<file path="src/rtl/sdct_pkg.sv">
package sdct_pkg;

    typedef enum logic [3:0] {
        CMD_DESEL = 4'd0,
        CMD_NOP   = 4'd1,
        CMD_BST   = 4'd2,
        CMD_RD    = 4'd3,
        CMD_WR    = 4'd4,
        CMD_ACT   = 4'd5,
        CMD_PRE   = 4'd6,
        CMD_REF   = 4'd7,
        CMD_LMR   = 4'd8
    } sd_cmd_e;

    typedef enum logic [3:0] {
        V_NONE     = 4'd0,
        V_ACT_OPEN = 4'd1,
        V_RC       = 4'd2,
        V_RRD      = 4'd3,
        V_RP       = 4'd4,
        V_CLOSED   = 4'd5,
        V_RCD      = 4'd6,
        V_BUSY     = 4'd7,
        V_RFC      = 4'd8,
        V_MRD      = 4'd9,
        V_RAS      = 4'd10,
        V_MODE_SEL = 4'd11
    } sd_viol_e;

    typedef struct packed {
        sd_cmd_e  cmd;
        sd_viol_e viol;
    } sd_result_t;

    function automatic sd_cmd_e decode_pins(input logic cs_n, input logic ras_n,
                                            input logic cas_n, input logic we_n);
        sd_cmd_e c;
        if (cs_n) begin
            c = CMD_DESEL;
        end else begin
            case ({ras_n, cas_n, we_n})
                3'b111:  c = CMD_NOP;
                3'b110:  c = CMD_BST;
                3'b101:  c = CMD_RD;
                3'b100:  c = CMD_WR;
                3'b011:  c = CMD_ACT;
                3'b010:  c = CMD_PRE;
                3'b001:  c = CMD_REF;
                default: c = CMD_LMR;
            endcase
        end
        return c;
    endfunction

    function automatic int max_of(input int a, input int b);
        return (a > b) ? a : b;
    endfunction

endpackage

</file>
<file path="src/rtl/sdct_decode.sv">
module sdct_decode
    import sdct_pkg::*;
(
    input  logic    cs_n,
    input  logic    ras_n,
    input  logic    cas_n,
    input  logic    we_n,
    output sd_cmd_e cmd
);
    always_comb cmd = decode_pins(cs_n, ras_n, cas_n, we_n);
endmodule

</file>
<file path="src/rtl/sdct_timer.sv">
module sdct_timer #(
    parameter int CW = 4
) (
    input  logic          clk,
    input  logic          rst,
    input  logic          restart,
    output logic [CW-1:0] count
);
    localparam logic [CW-1:0] SAT = {CW{1'b1}};

    always_ff @(posedge clk) begin
        if (rst) begin
            count <= SAT;
        end else if (restart) begin
            count <= CW'(1);
        end else if (count != SAT) begin
            count <= count + CW'(1);
        end
    end
endmodule

</file>
<file path="src/rtl/sdct_bank.sv">
module sdct_bank #(
    parameter int ROW_W = 12,
    parameter int CW    = 4
) (
    input  logic             clk,
    input  logic             rst,
    input  logic             open_req,
    input  logic             close_req,
    input  logic [ROW_W-1:0] row_in,
    output logic             is_open,
    output logic [ROW_W-1:0] row,
    output logic [CW-1:0]    since_act,
    output logic [CW-1:0]    since_pre
);
    always_ff @(posedge clk) begin
        if (rst) begin
            is_open <= 1'b0;
            row     <= '0;
        end else if (open_req) begin
            is_open <= 1'b1;
            row     <= row_in;
        end else if (close_req) begin
            is_open <= 1'b0;
        end
    end

    sdct_timer #(.CW(CW)) u_act_t (
        .clk(clk), .rst(rst), .restart(open_req), .count(since_act)
    );

    sdct_timer #(.CW(CW)) u_pre_t (
        .clk(clk), .rst(rst), .restart(close_req), .count(since_pre)
    );
endmodule

</file>
<file path="src/rtl/sdct_rules.sv">
module sdct_rules
    import sdct_pkg::*;
#(
    parameter int NB    = 4,
    parameter int BA_W  = 2,
    parameter int CW    = 4,
    parameter int T_RCD = 4,
    parameter int T_RP  = 3,
    parameter int T_RRD = 2,
    parameter int T_RC  = 12,
    parameter int T_RFC = 14,
    parameter int T_MRD = 2,
    parameter int T_RAS = 8
) (
    input  sd_cmd_e                cmd,
    input  logic [BA_W-1:0]        ba,
    input  logic                   ap_bit,
    input  logic [NB-1:0]          bank_open,
    input  logic [NB-1:0][CW-1:0]  since_act,
    input  logic [NB-1:0][CW-1:0]  since_pre,
    input  logic [CW-1:0]          since_any_act,
    input  logic [CW-1:0]          since_ref,
    input  logic [CW-1:0]          since_lmr,
    output sd_viol_e               verdict,
    output logic [NB-1:0]          open_mask,
    output logic [NB-1:0]          close_mask,
    output logic                   ref_go,
    output logic                   lmr_go
);
    localparam logic [CW-1:0] L_RCD = CW'(T_RCD);
    localparam logic [CW-1:0] L_RP  = CW'(T_RP);
    localparam logic [CW-1:0] L_RRD = CW'(T_RRD);
    localparam logic [CW-1:0] L_RC  = CW'(T_RC);
    localparam logic [CW-1:0] L_RFC = CW'(T_RFC);
    localparam logic [CW-1:0] L_MRD = CW'(T_MRD);
    localparam logic [CW-1:0] L_RAS = CW'(T_RAS);
    localparam logic [BA_W-1:0] LAST_MODE_SEL = BA_W'(1);

    logic          any_open;
    logic          any_pre_young;
    logic [NB-1:0] ras_young;
    logic [NB-1:0] pre_targets;
    logic          busy_cmd;

    always_comb begin
        any_open      = |bank_open;
        any_pre_young = 1'b0;
        for (int b = 0; b < NB; b++) begin
            ras_young[b] = bank_open[b] && (since_act[b] < L_RAS);
            if (since_pre[b] < L_RP) any_pre_young = 1'b1;
        end
        pre_targets = '0;
        if (ap_bit) pre_targets = bank_open;
        else        pre_targets[ba] = bank_open[ba];
        busy_cmd = (cmd != CMD_DESEL) && (cmd != CMD_NOP);
    end

    always_comb begin
        verdict    = V_NONE;
        open_mask  = '0;
        close_mask = '0;
        ref_go     = 1'b0;
        lmr_go     = 1'b0;
        if (busy_cmd && (since_ref < L_RFC)) begin
            verdict = V_RFC;
        end else if (busy_cmd && (since_lmr < L_MRD)) begin
            verdict = V_MRD;
        end else begin
            case (cmd)
                CMD_ACT: begin
                    if (bank_open[ba])                  verdict = V_ACT_OPEN;
                    else if (since_act[ba] < L_RC)      verdict = V_RC;
                    else if (since_any_act < L_RRD)     verdict = V_RRD;
                    else if (since_pre[ba] < L_RP)      verdict = V_RP;
                    else                                open_mask[ba] = 1'b1;
                end
                CMD_RD, CMD_WR: begin
                    if (!bank_open[ba])                 verdict = V_CLOSED;
                    else if (since_act[ba] < L_RCD)     verdict = V_RCD;
                    else if (ap_bit)                    close_mask[ba] = 1'b1;
                end
                CMD_PRE: begin
                    if (|(pre_targets & ras_young))     verdict = V_RAS;
                    else                                close_mask = pre_targets;
                end
                CMD_REF: begin
                    if (any_open)                       verdict = V_BUSY;
                    else if (any_pre_young)             verdict = V_RP;
                    else                                ref_go = 1'b1;
                end
                CMD_LMR: begin
                    if (ba > LAST_MODE_SEL)             verdict = V_MODE_SEL;
                    else if (any_open)                  verdict = V_BUSY;
                    else                                lmr_go = 1'b1;
                end
                default: verdict = V_NONE;
            endcase
        end
    end
endmodule

</file>
<file path="src/rtl/sdcmd_tracker.sv">
module sdcmd_tracker
    import sdct_pkg::*;
#(
    parameter int BANKS  = 4,
    parameter int ADDR_W = 12,
    parameter int AP_BIT = 8,
    parameter int T_RCD  = 4,
    parameter int T_RP   = 3,
    parameter int T_RRD  = 2,
    parameter int T_RC   = 12,
    parameter int T_RFC  = 14,
    parameter int T_MRD  = 2,
    parameter int T_RAS  = 8,
    localparam int BA_W  = $clog2(BANKS)
) (
    input  logic                      clk,
    input  logic                      rst,
    input  logic                      cs_n,
    input  logic                      ras_n,
    input  logic                      cas_n,
    input  logic                      we_n,
    input  logic [BA_W-1:0]           ba,
    input  logic [ADDR_W-1:0]         addr,
    output logic [3:0]                cmd_code,
    output logic                      viol,
    output logic [3:0]                viol_code,
    output logic [BANKS-1:0]          bank_open,
    output logic [BANKS*ADDR_W-1:0]   open_row
);
    localparam int T_MAX = max_of(max_of(max_of(T_RCD, T_RP), max_of(T_RRD, T_RC)),
                                  max_of(max_of(T_RFC, T_MRD), T_RAS));
    localparam int CW    = $clog2(T_MAX + 1);

    sd_cmd_e                   cmd;
    sd_viol_e                  verdict;
    sd_result_t                result_q;
    logic [BANKS-1:0]          open_mask;
    logic [BANKS-1:0]          close_mask;
    logic                      ref_go;
    logic                      lmr_go;
    logic [BANKS-1:0][CW-1:0]  since_act;
    logic [BANKS-1:0][CW-1:0]  since_pre;
    logic [CW-1:0]             since_any_act;
    logic [CW-1:0]             since_ref;
    logic [CW-1:0]             since_lmr;

    sdct_decode u_decode (
        .cs_n(cs_n), .ras_n(ras_n), .cas_n(cas_n), .we_n(we_n), .cmd(cmd)
    );

    sdct_rules #(
        .NB(BANKS), .BA_W(BA_W), .CW(CW),
        .T_RCD(T_RCD), .T_RP(T_RP), .T_RRD(T_RRD), .T_RC(T_RC),
        .T_RFC(T_RFC), .T_MRD(T_MRD), .T_RAS(T_RAS)
    ) u_rules (
        .cmd(cmd), .ba(ba), .ap_bit(addr[AP_BIT]),
        .bank_open(bank_open), .since_act(since_act), .since_pre(since_pre),
        .since_any_act(since_any_act), .since_ref(since_ref), .since_lmr(since_lmr),
        .verdict(verdict), .open_mask(open_mask), .close_mask(close_mask),
        .ref_go(ref_go), .lmr_go(lmr_go)
    );

    for (genvar b = 0; b < BANKS; b++) begin : g_bank
        sdct_bank #(.ROW_W(ADDR_W), .CW(CW)) u_bank (
            .clk(clk), .rst(rst),
            .open_req(open_mask[b]), .close_req(close_mask[b]),
            .row_in(addr),
            .is_open(bank_open[b]),
            .row(open_row[b*ADDR_W +: ADDR_W]),
            .since_act(since_act[b]),
            .since_pre(since_pre[b])
        );
    end

    sdct_timer #(.CW(CW)) u_rrd_t (
        .clk(clk), .rst(rst), .restart(|open_mask), .count(since_any_act)
    );
    sdct_timer #(.CW(CW)) u_rfc_t (
        .clk(clk), .rst(rst), .restart(ref_go), .count(since_ref)
    );
    sdct_timer #(.CW(CW)) u_mrd_t (
        .clk(clk), .rst(rst), .restart(lmr_go), .count(since_lmr)
    );

    always_ff @(posedge clk) begin
        if (rst) begin
            result_q <= '{cmd: CMD_DESEL, viol: V_NONE};
        end else begin
            result_q <= '{cmd: cmd, viol: verdict};
        end
    end

    assign cmd_code  = result_q.cmd;
    assign viol_code = result_q.viol;
    assign viol      = (result_q.viol != V_NONE);
endmodule

</file>
<file path="config.mk">
export PLATFORM = sky130hd
export DESIGN_NAME = sdcmd_tracker
export DESIGN_NICKNAME = d
export VERILOG_FILES = /design/src/rtl/sdct_pkg.sv /design/src/rtl/sdct_decode.sv /design/src/rtl/sdct_timer.sv /design/src/rtl/sdct_bank.sv /design/src/rtl/sdct_rules.sv /design/src/rtl/sdcmd_tracker.sv
export SDC_FILE = /design/constraint.sdc
export NUM_CORES = 1
export LEC_CHECK = 0
export ABC_CLOCK_PERIOD_IN_PS = 3300
export CAP_MARGIN = 20
export CORE_MARGIN = 2
export CORE_UTILIZATION = 40
export CTS_CLUSTER_DIAMETER = 150
export CTS_CLUSTER_SIZE = 30
export DETAILED_ROUTE_END_ITERATION = 12
export DONT_BUFFER_PORTS = 1
export PLACE_DENSITY = 0.53
export SYNTH_ARGS = -nofsm -noshare
export SYNTH_HDL_FRONTEND = slang
export SYNTH_SLANG_ARGS = --single-unit
</file>
<file path="constraint.sdc">
create_clock -name clk -period 3.3 [get_ports clk]
set_clock_uncertainty 0.15 [all_clocks]
set_input_delay 0.495 -clock clk [delete_from_list [all_inputs] [get_ports clk]]
set_output_delay 0.495 -clock clk [all_outputs]
set_load 0.03 [all_outputs]
</file>
# Word level (Yosys, flattened, before mapping)
# Index checks and enable logic that the tools add are counted.
classes:
  n_mux: 83
  n_bitwise: 2
  eq_ne: 25
  n_reduce_logical: 42
  addsub: 11
  n_lt_le_gt_ge: 17
ops:
  columns: ["operator", "n"]
  rows:
  - ["$mux 4", 48]
  - ["$add 4x1->4 const B", 11]
  - ["$ne 4x4->1 const B", 11]
  - ["$reduce_bool 2->1", 15]
  - ["$lt 4x2->1 const B", 7]
  - ["$pmux 4 s7", 1]
  - ["$lt 4x4->1 const B", 6]
  - ["$mux 1", 24]
  - ["$reduce_or 2->1", 12]
  - ["$pmux 4 s5", 1]
  - ["$bmux 4 s2", 2]
  - ["$eq 4x3->1 const B", 4]
  - ["$eq 3x3->1 const B", 4]
  - ["$mux 3", 4]
  - ["$reduce_or 4->1", 3]
  - ["$and 4x4->4", 2]
  - ["$logic_and 1x1->1", 8]
  - ["$pmux 4 s2", 1]
  - ["$reduce_bool 4->1", 2]
  - ["$eq 3x2->1 const B", 2]
  - ["$reduce_or 5->1", 1]
  - ["$eq 4x2->1 const B", 1]
  - ["$eq 4x4->1 const B", 1]
  - ["$lt 4x3->1 const B", 1]
  - ["8 further kinds", 8]
totals:
  reg_bits: 104
  in_bits: 20
  elab_cells: 214

# Depth between registers and ports, before layout
# Gate-level depths: netlist of run 1.
logic_depth:
  ltp_word: 14
  depth_mapped: 9
  mapped_depth_nobuf: 6

# Modules after synthesis
# From an unflattened synthesis of run 1, not the netlist that was laid out.
hier_totals:
  cells_unflattened: 497
  area_unflattened_um2: 4794.6
by_module_without_submodules:
  columns: ["module", "instances", "area_per_inst_um2", "seq_area_each_um2", "cells_per_inst"]
  rows:
  - ["sdct_timer", 11, 180.2, 80.1, 19]
  - ["sdct_bank", 4, 476.7, 260.2, 43]
  - ["sdct_rules", 1, 633.1, 0.0, 91]
  - ["sdcmd_tracker", 1, 225.2, 160.2, 18]
  - ["sdct_decode", 1, 47.5, 0.0, 7]

# Least setup slack after synthesis of run 1
# Ideal clock, no wire load.
synth_path:
  path_kind: "input to register"
  startpoint: "input ba[1]"
  endpoint: "register g_bank[2].u_bank.row[8]"
  slack_ps: 694
  setup_time_ps: 72
  path_buffers: 3
  arrival_time_ps: 2384
  stages: 7
  cell_sequence: "buf_4 -> mux4_2 -> a31oi_1 -> and3_1 -> buf_4 -> buf_6 -> mux2i_1"
synth_between:
  elab_chain_cells: 11
  elab_cells_between_ends: 20
  classes_between: "4 x order compare; 15 x mux; 1 x reduce/logical"
synth_lines:
  columns: ["item", "line", "text"]
  rows:
  - ["from (decl)", "sdcmd_tracker.sv:22", "input logic [BA_W-1:0] ba,"]
  - ["parallel branches: the longest is 7 deep, another holds $lt 4x2->1", null, null]
  - ["$mux 4 (*)", "sdct_rules.sv:71", "if (bank_open[ba]) verdict = V_ACT_OPEN;"]
  - ["$mux 4 (*)", "sdct_rules.sv:69", "case (cmd)"]
  - ["$mux 4 (*)", "sdct_rules.sv:66", "end else if (busy_cmd && (since_lmr < L_MRD)) begin"]
  - ["$mux 4 (*)", "sdct_rules.sv:64", "if (busy_cmd && (since_ref < L_RFC)) begin"]
  - ["to (signal assigned)", "sdct_bank.sv:21", "row <= row_in;"]
  - ["to (decl)", "sdct_bank.sv:11", "output logic [ROW_W-1:0] row,"]
# Every way passes the cells marked *. The select of a mux whose other input is x is not followed.
# A chain may end at the register's enable or synchronous reset.

# Worst setup path in the final report of run 1
layout_path:
  startpoint: "register g_bank[0].u_bank.is_open"
  endpoint: "register g_bank[2].u_bank.row[10]"
layout_between:
  elab_chain_cells: 6
layout_lines:
  columns: ["item", "line", "text"]
  rows:
  - ["from (decl)", "sdct_bank.sv:10", "output logic is_open,"]
  - ["from (signal assigned)", "sdct_bank.sv:17", "is_open <= 1'b0;"]
  - ["from (signal assigned)", "sdct_bank.sv:20", "is_open <= 1'b1;"]
  - ["from (signal assigned)", "sdct_bank.sv:23", "is_open <= 1'b0;"]
  - ["$bmux 1 s2", "sdct_rules.sv:71", null]
  - ["$mux 1 (implied by the code)", "sdct_rules.sv:71", null]
  - ["$mux 4", "sdct_rules.sv:71", null]
  - ["$mux 4", "sdct_rules.sv:69", null]
  - ["$mux 4", "sdct_rules.sv:66", null]
  - ["$mux 4", "sdct_rules.sv:64", null]
# No other way between the ends. The select of a mux whose other input is x is not followed.

==> results of run 1 <==
cell type report:
cell class	instances	area share, %
Inverter	8	0.5651
Sequential cell	104	39.18
Clock buffer	10	4.309
Timing Repair Buffer	11	1.554
Multi-Input combinational cell	396	49.35
Clock inverter	6	1.578
Tap cell	147	3.461
stage by stage:
| stage | power [W] | std cells |
|---|---|---|
| finish | 0.004109 | 682 |
| global route | 0.004397 | 682 |
| CTS | 0.004138 | 682 |
| detailed placement | 0.002997 | 666 |
| global placement | 0.002949 | 666 |
| floorplan | 0.002763 | 543 |
sequential cells by signal, summed over array words and instances, names as in the netlist:
register / cells
g_bank.u_bank.row: 48
viol_code: 4
g_bank.u_bank.u_act_t.count: 16
cmd_code: 4
u_rrd_t.count: 4
g_bank.u_bank.is_open: 4
g_bank.u_bank.u_pre_t.count: 16
u_rfc_t.count: 4
u_mrd_t.count: 4
layer usage:
layer | wire length, µm | GRT usage, %
met1 | 5174 | 22.34
met2 | 5766 | 32.39
met3 | 1100 | 8.645
met4 | 204 | 6.104
met5 | 0 | 0
synthesized netlist by cell type (all sizes together), types with 7 or more instances:
| cell type | instances |
|---|---|
| a21oi | 30 |
| a31oi | 7 |
| buf | 13 |
| clkbuf | 22 |
| dfxtp | 104 |
| ha | 11 |
| inv | 8 |
| mux2i | 52 |
| nand2 | 61 |
| nand2b | 9 |
| nand3 | 36 |
| nand3b | 10 |
| nand4 | 19 |
| nor2 | 27 |
| nor3 | 12 |
| o21ai | 45 |
| xor2 | 7 |
final timing paths:
| check | startpoint | cells after the start | endpoint |
|---|---|---|---|
| setup reg to reg | g_bank[0].u_bank.is_open | 5 | g_bank[2].u_bank.row[10] |
| hold / removal | cs_n | 1 | cmd_code[0] |
| setup / recovery | g_bank[0].u_bank.is_open | 5 | g_bank[2].u_bank.row[10] |
| hold reg to reg | g_bank[2].u_bank.u_act_t.count[0] | 2 | g_bank[2].u_bank.u_act_t.count[0] |
worst register-to-register path: cells and delay by family (launching register included):
kind	cells	cell delay [ns]
multiplexers	2	0.85
AND/OR/NAND/NOR	2	0.84
flip-flops	1	0.47
buffers and inverters	1	0.25
cell usage in the layout (no fill, tap or decap), types with 2 or more instances in the layout:
cell / synthesis / routed
nand2_1: 61 / 61
a211oi_1: 2 / 2
inv_8: 0 / 4
mux2i_1: 52 / 52
inv_1: 7 / 7
xnor2_1: 6 / 6
nand3b_1: 10 / 10
or4_1: 2 / 2
a21oi_1: 30 / 30
nor4_1: 2 / 2
ha_1: 11 / 11
or2_2: 2 / 2
and3_1: 4 / 4
nand4_1: 18 / 18
nand3_1: 35 / 35
o21ai_0: 43 / 43
a31oi_1: 7 / 6
and2_1: 2 / 2
dfxtp_1: 104 / 104
a21o_1: 3 / 3
o31ai_1: 2 / 2
o21a_1: 4 / 4
nor2_1: 27 / 27
buf_4: 7 / 11
o21ai_1: 2 / 2
nor2b_1: 2 / 2
mux2_2: 5 / 5
mux4_2: 5 / 5
o211ai_1: 3 / 3
a22oi_1: 5 / 5
nand2b_1: 9 / 9
a211o_1: 2 / 2
o311ai_0: 2 / 2
clkbuf_16: 0 / 9
nor3_1: 12 / 12
or3_1: 6 / 6
xor2_1: 7 / 7
a21boi_0: 2 / 2
power by group:
group,switching (W),internal [W]
Clock,0.000523,0.000612
Combinational,0.000623,0.000621
Sequential,0.000257,0.00147
Total,0.00140,0.00271
cells by family after synthesis:
logic type,count (synthesis)
simple gates,197
compound gates,113
flops,104
mux,62
buf+inv,43
xor+xnor,13
fa+ha+maj,11
==> impl_metrics.tcl, run 1 <==
set metrics [dict create \
    fmax_ghz 0.3796 \
    core_um2 12010 \
    r2r_setup_slack_ns 0.67 \
    stdcell_area_um2 5314 \
    status "completed" \
    cts_tree "built" \
    synth_top_area_cell "dfxtp_1" \
    cts_hold_buf 0 \
    ir_worst_vdd_mv 0.4652 \
    synth-seq-cells 104 \
    fin_util_pct 44.24 \
    cts_root_buffer "clkbuf_16" \
    fin_tns_setup_ns 0 \
    synthAdderAreaFrac_pct 2.806 \
    final-setup-viol-count 0 \
    leakage_nw 2.111 \
    syn_inst 543 \
    cp.required_ns 3.43 \
    cts_setup_buffers 0 \
    crit_type "reg2reg" \
    grt_pass1_wl_um 20070 \
    finalWirelength_um 12250 \
    fillers 1198 \
    viasPerCell 5.805 \
    ys_async_sr_fraction_pct 0 \
    tightestPinTransition_ns 0.7896 \
    die_w_um 114.7 \
    route.detailed.drc 0 \
    track_usage_pct 19.36 \
    synth_area_leaders "dfxtp_1 (42%), mux2i_1 (11%), nand2_1 (4.7%), o21ai_0 (4.4%), nand3_1 (3.6%)" \
    synthFlopType "dfxtp_1" \
    final_layout_size_suffix_gt1_share_pct 8.037 \
    start_kind "flip-flop" \
    synth_cell_types 52 \
    cts_sinks 104 \
    vias 3959 \
    hold_path_class "in2reg" \
    post-route-period-util_pct 79.83 \
    cp_slowest_cell "mux4_2" \
    multiInputGateArea_um2 2623 \
    antenna_found_initial 0 \
    fin_ws_ns 0.6655 \
    rows 40 \
    place_hpwl_um 8707 \
    critical-path-top-delay-family "multiplexers" \
    wire_per_inst_um 17.96 \
    period_needed_ns 2.634 \
    hold_viol 0 \
    synth_nets 574 \
    final-seq-area_um2 2082 \
    synth_warnings 0 \
    synth-simple-area-share_pct 20.48 \
    ctsResizeCount 0 \
    drt_pass1_iterations 5 \
    area_growth_pct 8.342 \
    slew_headroom_pct 46.80 \
    synth_xor_area_share_pct 2.321 \
    avgSynthCellArea_um2 9.033 \
    critPathBufInv 1 \
    grt_max_degree 47 \
    synth.top_cell.area_share_pct 42.45 \
    io_buffer_count 0 \
    synth_top_family_by_area "simple AND/OR/NAND/NOR gates" \
    place_ws_ns 0.6699 \
    syn_area_um2 4905 \
    drt_iter0_markers 213 \
    n_antenna_cell 0 \
    worstPathMaxFanout 14 \
    finalNetCount 561 \
    crit_chain "mux4_2 > nor4_4 > and3_1 > buf_4 > mux2i_1" \
    p_per_area_nw_per_um2 773.3 \
    htreeDepth 3 \
    place_area_um2 5001 \
    synth-compound-area-share_pct 13.67 \
    drv_cap 0 \
    gp_congestion 0.8173 \
    critPathCaptureType "flip-flop" \
    rsz0062_at_grt "false" \
    worstPathArrival_ns 2.76 \
    cts.clk_slew.worst_paths_ns 0.08 \
    fp.dieH_um 114.7 \
    numCtsBuffers 9 \
    grt_pass1_vias 3948 \
    yosysSeqAreaShare_pct 42.45 \
    die-area_um2 13160 \
    fin_hold_ws_ns 0.06715 \
    clk_path_buf_depth 2 \
    io_pins 81 \
    synth_mux_area_share_pct 14.06 \
    grt_overflow_total 0 \
    insertion_delay_ns 0.35 \
    synth_edf_count 0 \
    initial_utilization_pct 40.83 \
    drv_slew 0 \
    crit_path_max_incr_delay_ns 0.63 \
    ant_nets 0 \
]
(Power assumes the default switching activity.)
==> inputs of run 2 (changes only) <==
--- a/config.mk
+++ b/config.mk
@@ -5,7 +5,8 @@
 export SDC_FILE = /design/constraint.sdc
 export NUM_CORES = 1
 export LEC_CHECK = 0
-export ABC_CLOCK_PERIOD_IN_PS = 3300
+export ABC_AREA = 1
+export ABC_CLOCK_PERIOD_IN_PS = 2200
 export CAP_MARGIN = 20
 export CORE_MARGIN = 2
 export CORE_UTILIZATION = 40
@@ -13,7 +14,7 @@
 export CTS_CLUSTER_SIZE = 30
 export DETAILED_ROUTE_END_ITERATION = 12
 export DONT_BUFFER_PORTS = 1
-export PLACE_DENSITY = 0.53
+export PLACE_DENSITY = 0.55
 export SYNTH_ARGS = -nofsm -noshare
 export SYNTH_HDL_FRONTEND = slang
 export SYNTH_SLANG_ARGS = --single-unit
==> constraint.sdc (replaced) <==
create_clock -name clk -period 2.2 [get_ports clk]
set_clock_uncertainty 0.15 [all_clocks]
set_input_delay 0.33 -clock clk [delete_from_list [all_inputs] [get_ports clk]]
set_output_delay 0.33 -clock clk [all_outputs]
set_load 0.03 [all_outputs]
==> impl_metrics.tcl, run 2 <==
set metrics [dict create \
    cts_root_buffer "clkbuf_16" \
    grt_max_degree 66 \
    cts_sinks 104 \
    tightestPinTransition_ns 0.5034 \
    drt_pass1_iterations 5 \
    ir_worst_vdd_mv 0.4898 \
    die-area_um2 13680 \
    finalNetCount 796 \
    fp.dieH_um 117.0 \
    synth_nets 777 \
    place_hpwl_um 9806 \
    area_growth_pct 12.97 \
    swShare_pct 38.23 \
    ys_top_cells_by_count "nand2_1 (186), nor2_1 (128), dfxtp_1 (104)" \
    leakage_nw 2.714 \
    slew_headroom_pct 66.18 \
    critPathCaptureType "flip-flop" \
    synth.top_cell.area_share_pct 40.78 \
    yosysSeqAreaShare_pct 40.78 \
    worstPathMaxFanout 18 \
    combPwrFrac_pct 37.0 \
    cts.clk_slew.worst_paths_ns 0.07 \
    status "completed" \
    ys_async_sr_fraction_pct 0 \
    track_usage_pct 20.55 \
    syn_inst 746 \
    cts_tree "built" \
    fin_hold_ws_ns 0.01583 \
    grt_overflow_total 0 \
    grt_pass1_vias 4374 \
    final_common_cell "nand2_1" \
    io_buffer_count 0 \
    die_w_um 117.0 \
    route.detailed.drc 0 \
    internal-power_w 0.004076 \
    synthFlopType "dfxtp_1" \
    initial_utilization_pct 40.78 \
    syn_area_um2 5105 \
    largestRegisters "g_bank.u_bank.row x48, g_bank.u_bank.u_act_t.count x16, g_bank.u_bank.u_pre_t.count x16" \
    drv_slew 0 \
    rows 41 \
    synth_warnings 0 \
    insertion_delay_ns 0.36 \
    final_cells 942 \
    hold_viol 0 \
    final_layout_size_suffix_gt1_share_pct 8.831 \
    reg2reg_from "g_bank[2].u_bank.u_pre_t.count[2]" \
    antenna_found_initial 0 \
    gp_congestion 0.8851 \
    dpl.cell_count 909 \
    cts_setup_buffers 0 \
    grt_pass1_wl_um 21560 \
    fin_tns_setup_ns 0 \
    p_clk_share_pct 23.1 \
    ant_nets 0 \
    worstPathArrival_ns 2.10 \
    numCtsBuffers 9 \
    switching_power_w 0.002522 \
    avgSynthCellArea_um2 6.843 \
    synth_edf_count 0 \
    holdCritStartpoint "cs_n" \
    start_kind "flip-flop" \
    p_per_area_nw_per_um2 1144 \
    finalWirelength_um 13460 \
    n_antenna_cell 0 \
    fmax_ghz 0.4985 \
    core_um2 12520 \
    crit_type "reg2reg" \
    io_pins 81 \
    synth_area_leaders "dfxtp_1 (41%), nand2_1 (14%), nor2_1 (9.4%), nand3_1 (5.5%), inv_1 (4.6%)" \
    final_cell_mix "nand2_1 (186), nor2_1 (128), dfxtp_1 (104)" \
    period_needed_ns 2.006 \
    drv_cap 0 \
    largest_register "g_bank.u_bank.row" \
    synth.most_common_cell "nand2_1" \
    synth_top_area_cell "dfxtp_1" \
    clk_path_buf_depth 2 \
    post-route-period-util_pct 91.18 \
    synth_cell_types 37 \
    final-setup-viol-count 0 \
    largest_reg_flops 48 \
    vias 4660 \
    fillers 1328 \
    viasPerCell 4.947 \
    rsz0062_at_grt "false" \
    synth-seq-cells 104 \
    htreeDepth 3 \
    cp.required_ns 2.30 \
    hold_path_class "in2reg" \
    crit_start "g_bank[2].u_bank.u_pre_t.count[2]" \
    wire_per_inst_um 14.29 \
    drt_iter0_markers 316 \
    p_seq_share_pct 39.8 \
]
[run 2: cell count changes after synthesis, sizes merged, moves of 12 or more]
cell	delta
a21oi	-19
inv	+63
mux2i	-52
nand2	+129
nand3	+27
nand4	-12
nor2	+106
o21ai	+24
[run 2: power by group through the flow]
stage | logic (W) | registers [W] | clock network, W
finish | 0.00244 | 0.00263 | 0.00153
global route | 0.00288 | 0.00268 | 0.00165
CTS | 0.00244 | 0.00262 | 0.00157
detailed placement | 0.00238 | 0.00267 | 0
global placement | 0.00230 | 0.00266 | 0
floorplan | 0.00194 | 0.00258 | 0
[run 2: kinds of logic (layout without fill, tap and decap cells)]
group	count (synthesis)	after routing	share of synthesized area, %
buf+inv	100	124	8.676
flops	104	104	40.78
simple gates	432	432	36.89
compound gates	86	86	8.726
xor+xnor	13	13	2.230
fa+ha+maj	11	11	2.696
[run 2: worst paths after layout]
check | slack, ns | to | depth (start not counted)
worst max-delay path | 0.19 | g_bank[2].u_bank.row[6] | 9
worst min-delay path | 0.02 | cmd_code[2] | 3
worst max register to register | 0.19 | g_bank[2].u_bank.row[6] | 9
worst min register to register | 0.39 | g_bank[2].u_bank.u_act_t.count[1] | 2
[run 2: layout make-up]
type	instances	area [µm²]	share of cell area, %
Clock buffer	9	225.2	3.905
Clock inverter	7	52.55	0.9113
Inverter	72	271.5	4.708
Multi-Input combinational cell	542	2595	45.00
Sequential cell	104	2082	36.10
Tap cell	172	215.2	3.732
Timing Repair Buffer	36	325.3	5.641
[run 2: repair_timing]
action                                 4_1_cts  5_1_grt
resized for setup                            0        2
setup endpoints to repair                    0       14
hold buffers                                17        0
endpoints found under the hold margin       49        0
[run 2: stage by stage]
step / setup WS [ns] / power [W] / util, % / area (µm²)
2_1_floorplan: 0.4077 / 0.004520 / - / 5105
3_3_place_gp: 0.1571 / 0.004954 / 42.37 / 5304
3_5_place_dp: 0.1344 / 0.005047 / 42.37 / 5304
4_1_cts: 0.1558 / 0.006635 / 45.95 / 5752
5_1_grt: 0.01913 / 0.007222 / 46.07 / 5767
6_report: 0.1941 / 0.006598 / 46.07 / 5767
[run 2: layer usage]
| metal | share of wire (%) | GRT usage [%] | routed length, µm |
|---|---|---|---|
| met2 | 49 | 36.92 | 6532 |
| met5 | 0 | 0 | 0 |
| met1 | 42 | 23.08 | 5656 |
| met3 | 6.6 | 4.789 | 887 |
| met4 | 2.9 | 9.333 | 385 |
[run 2: worst max-delay path, stage by stage (launching register included)]
cell and delay [ns]:
dfxtp_1 0.34, or2_2 0.29, nand2_1 0.06, nand2_1 0.05, nor2_1 0.23, nand2_2 0.22
nand3_4 0.25, inv_2 0.14, nor2_1 0.11, nor2_1 0.05
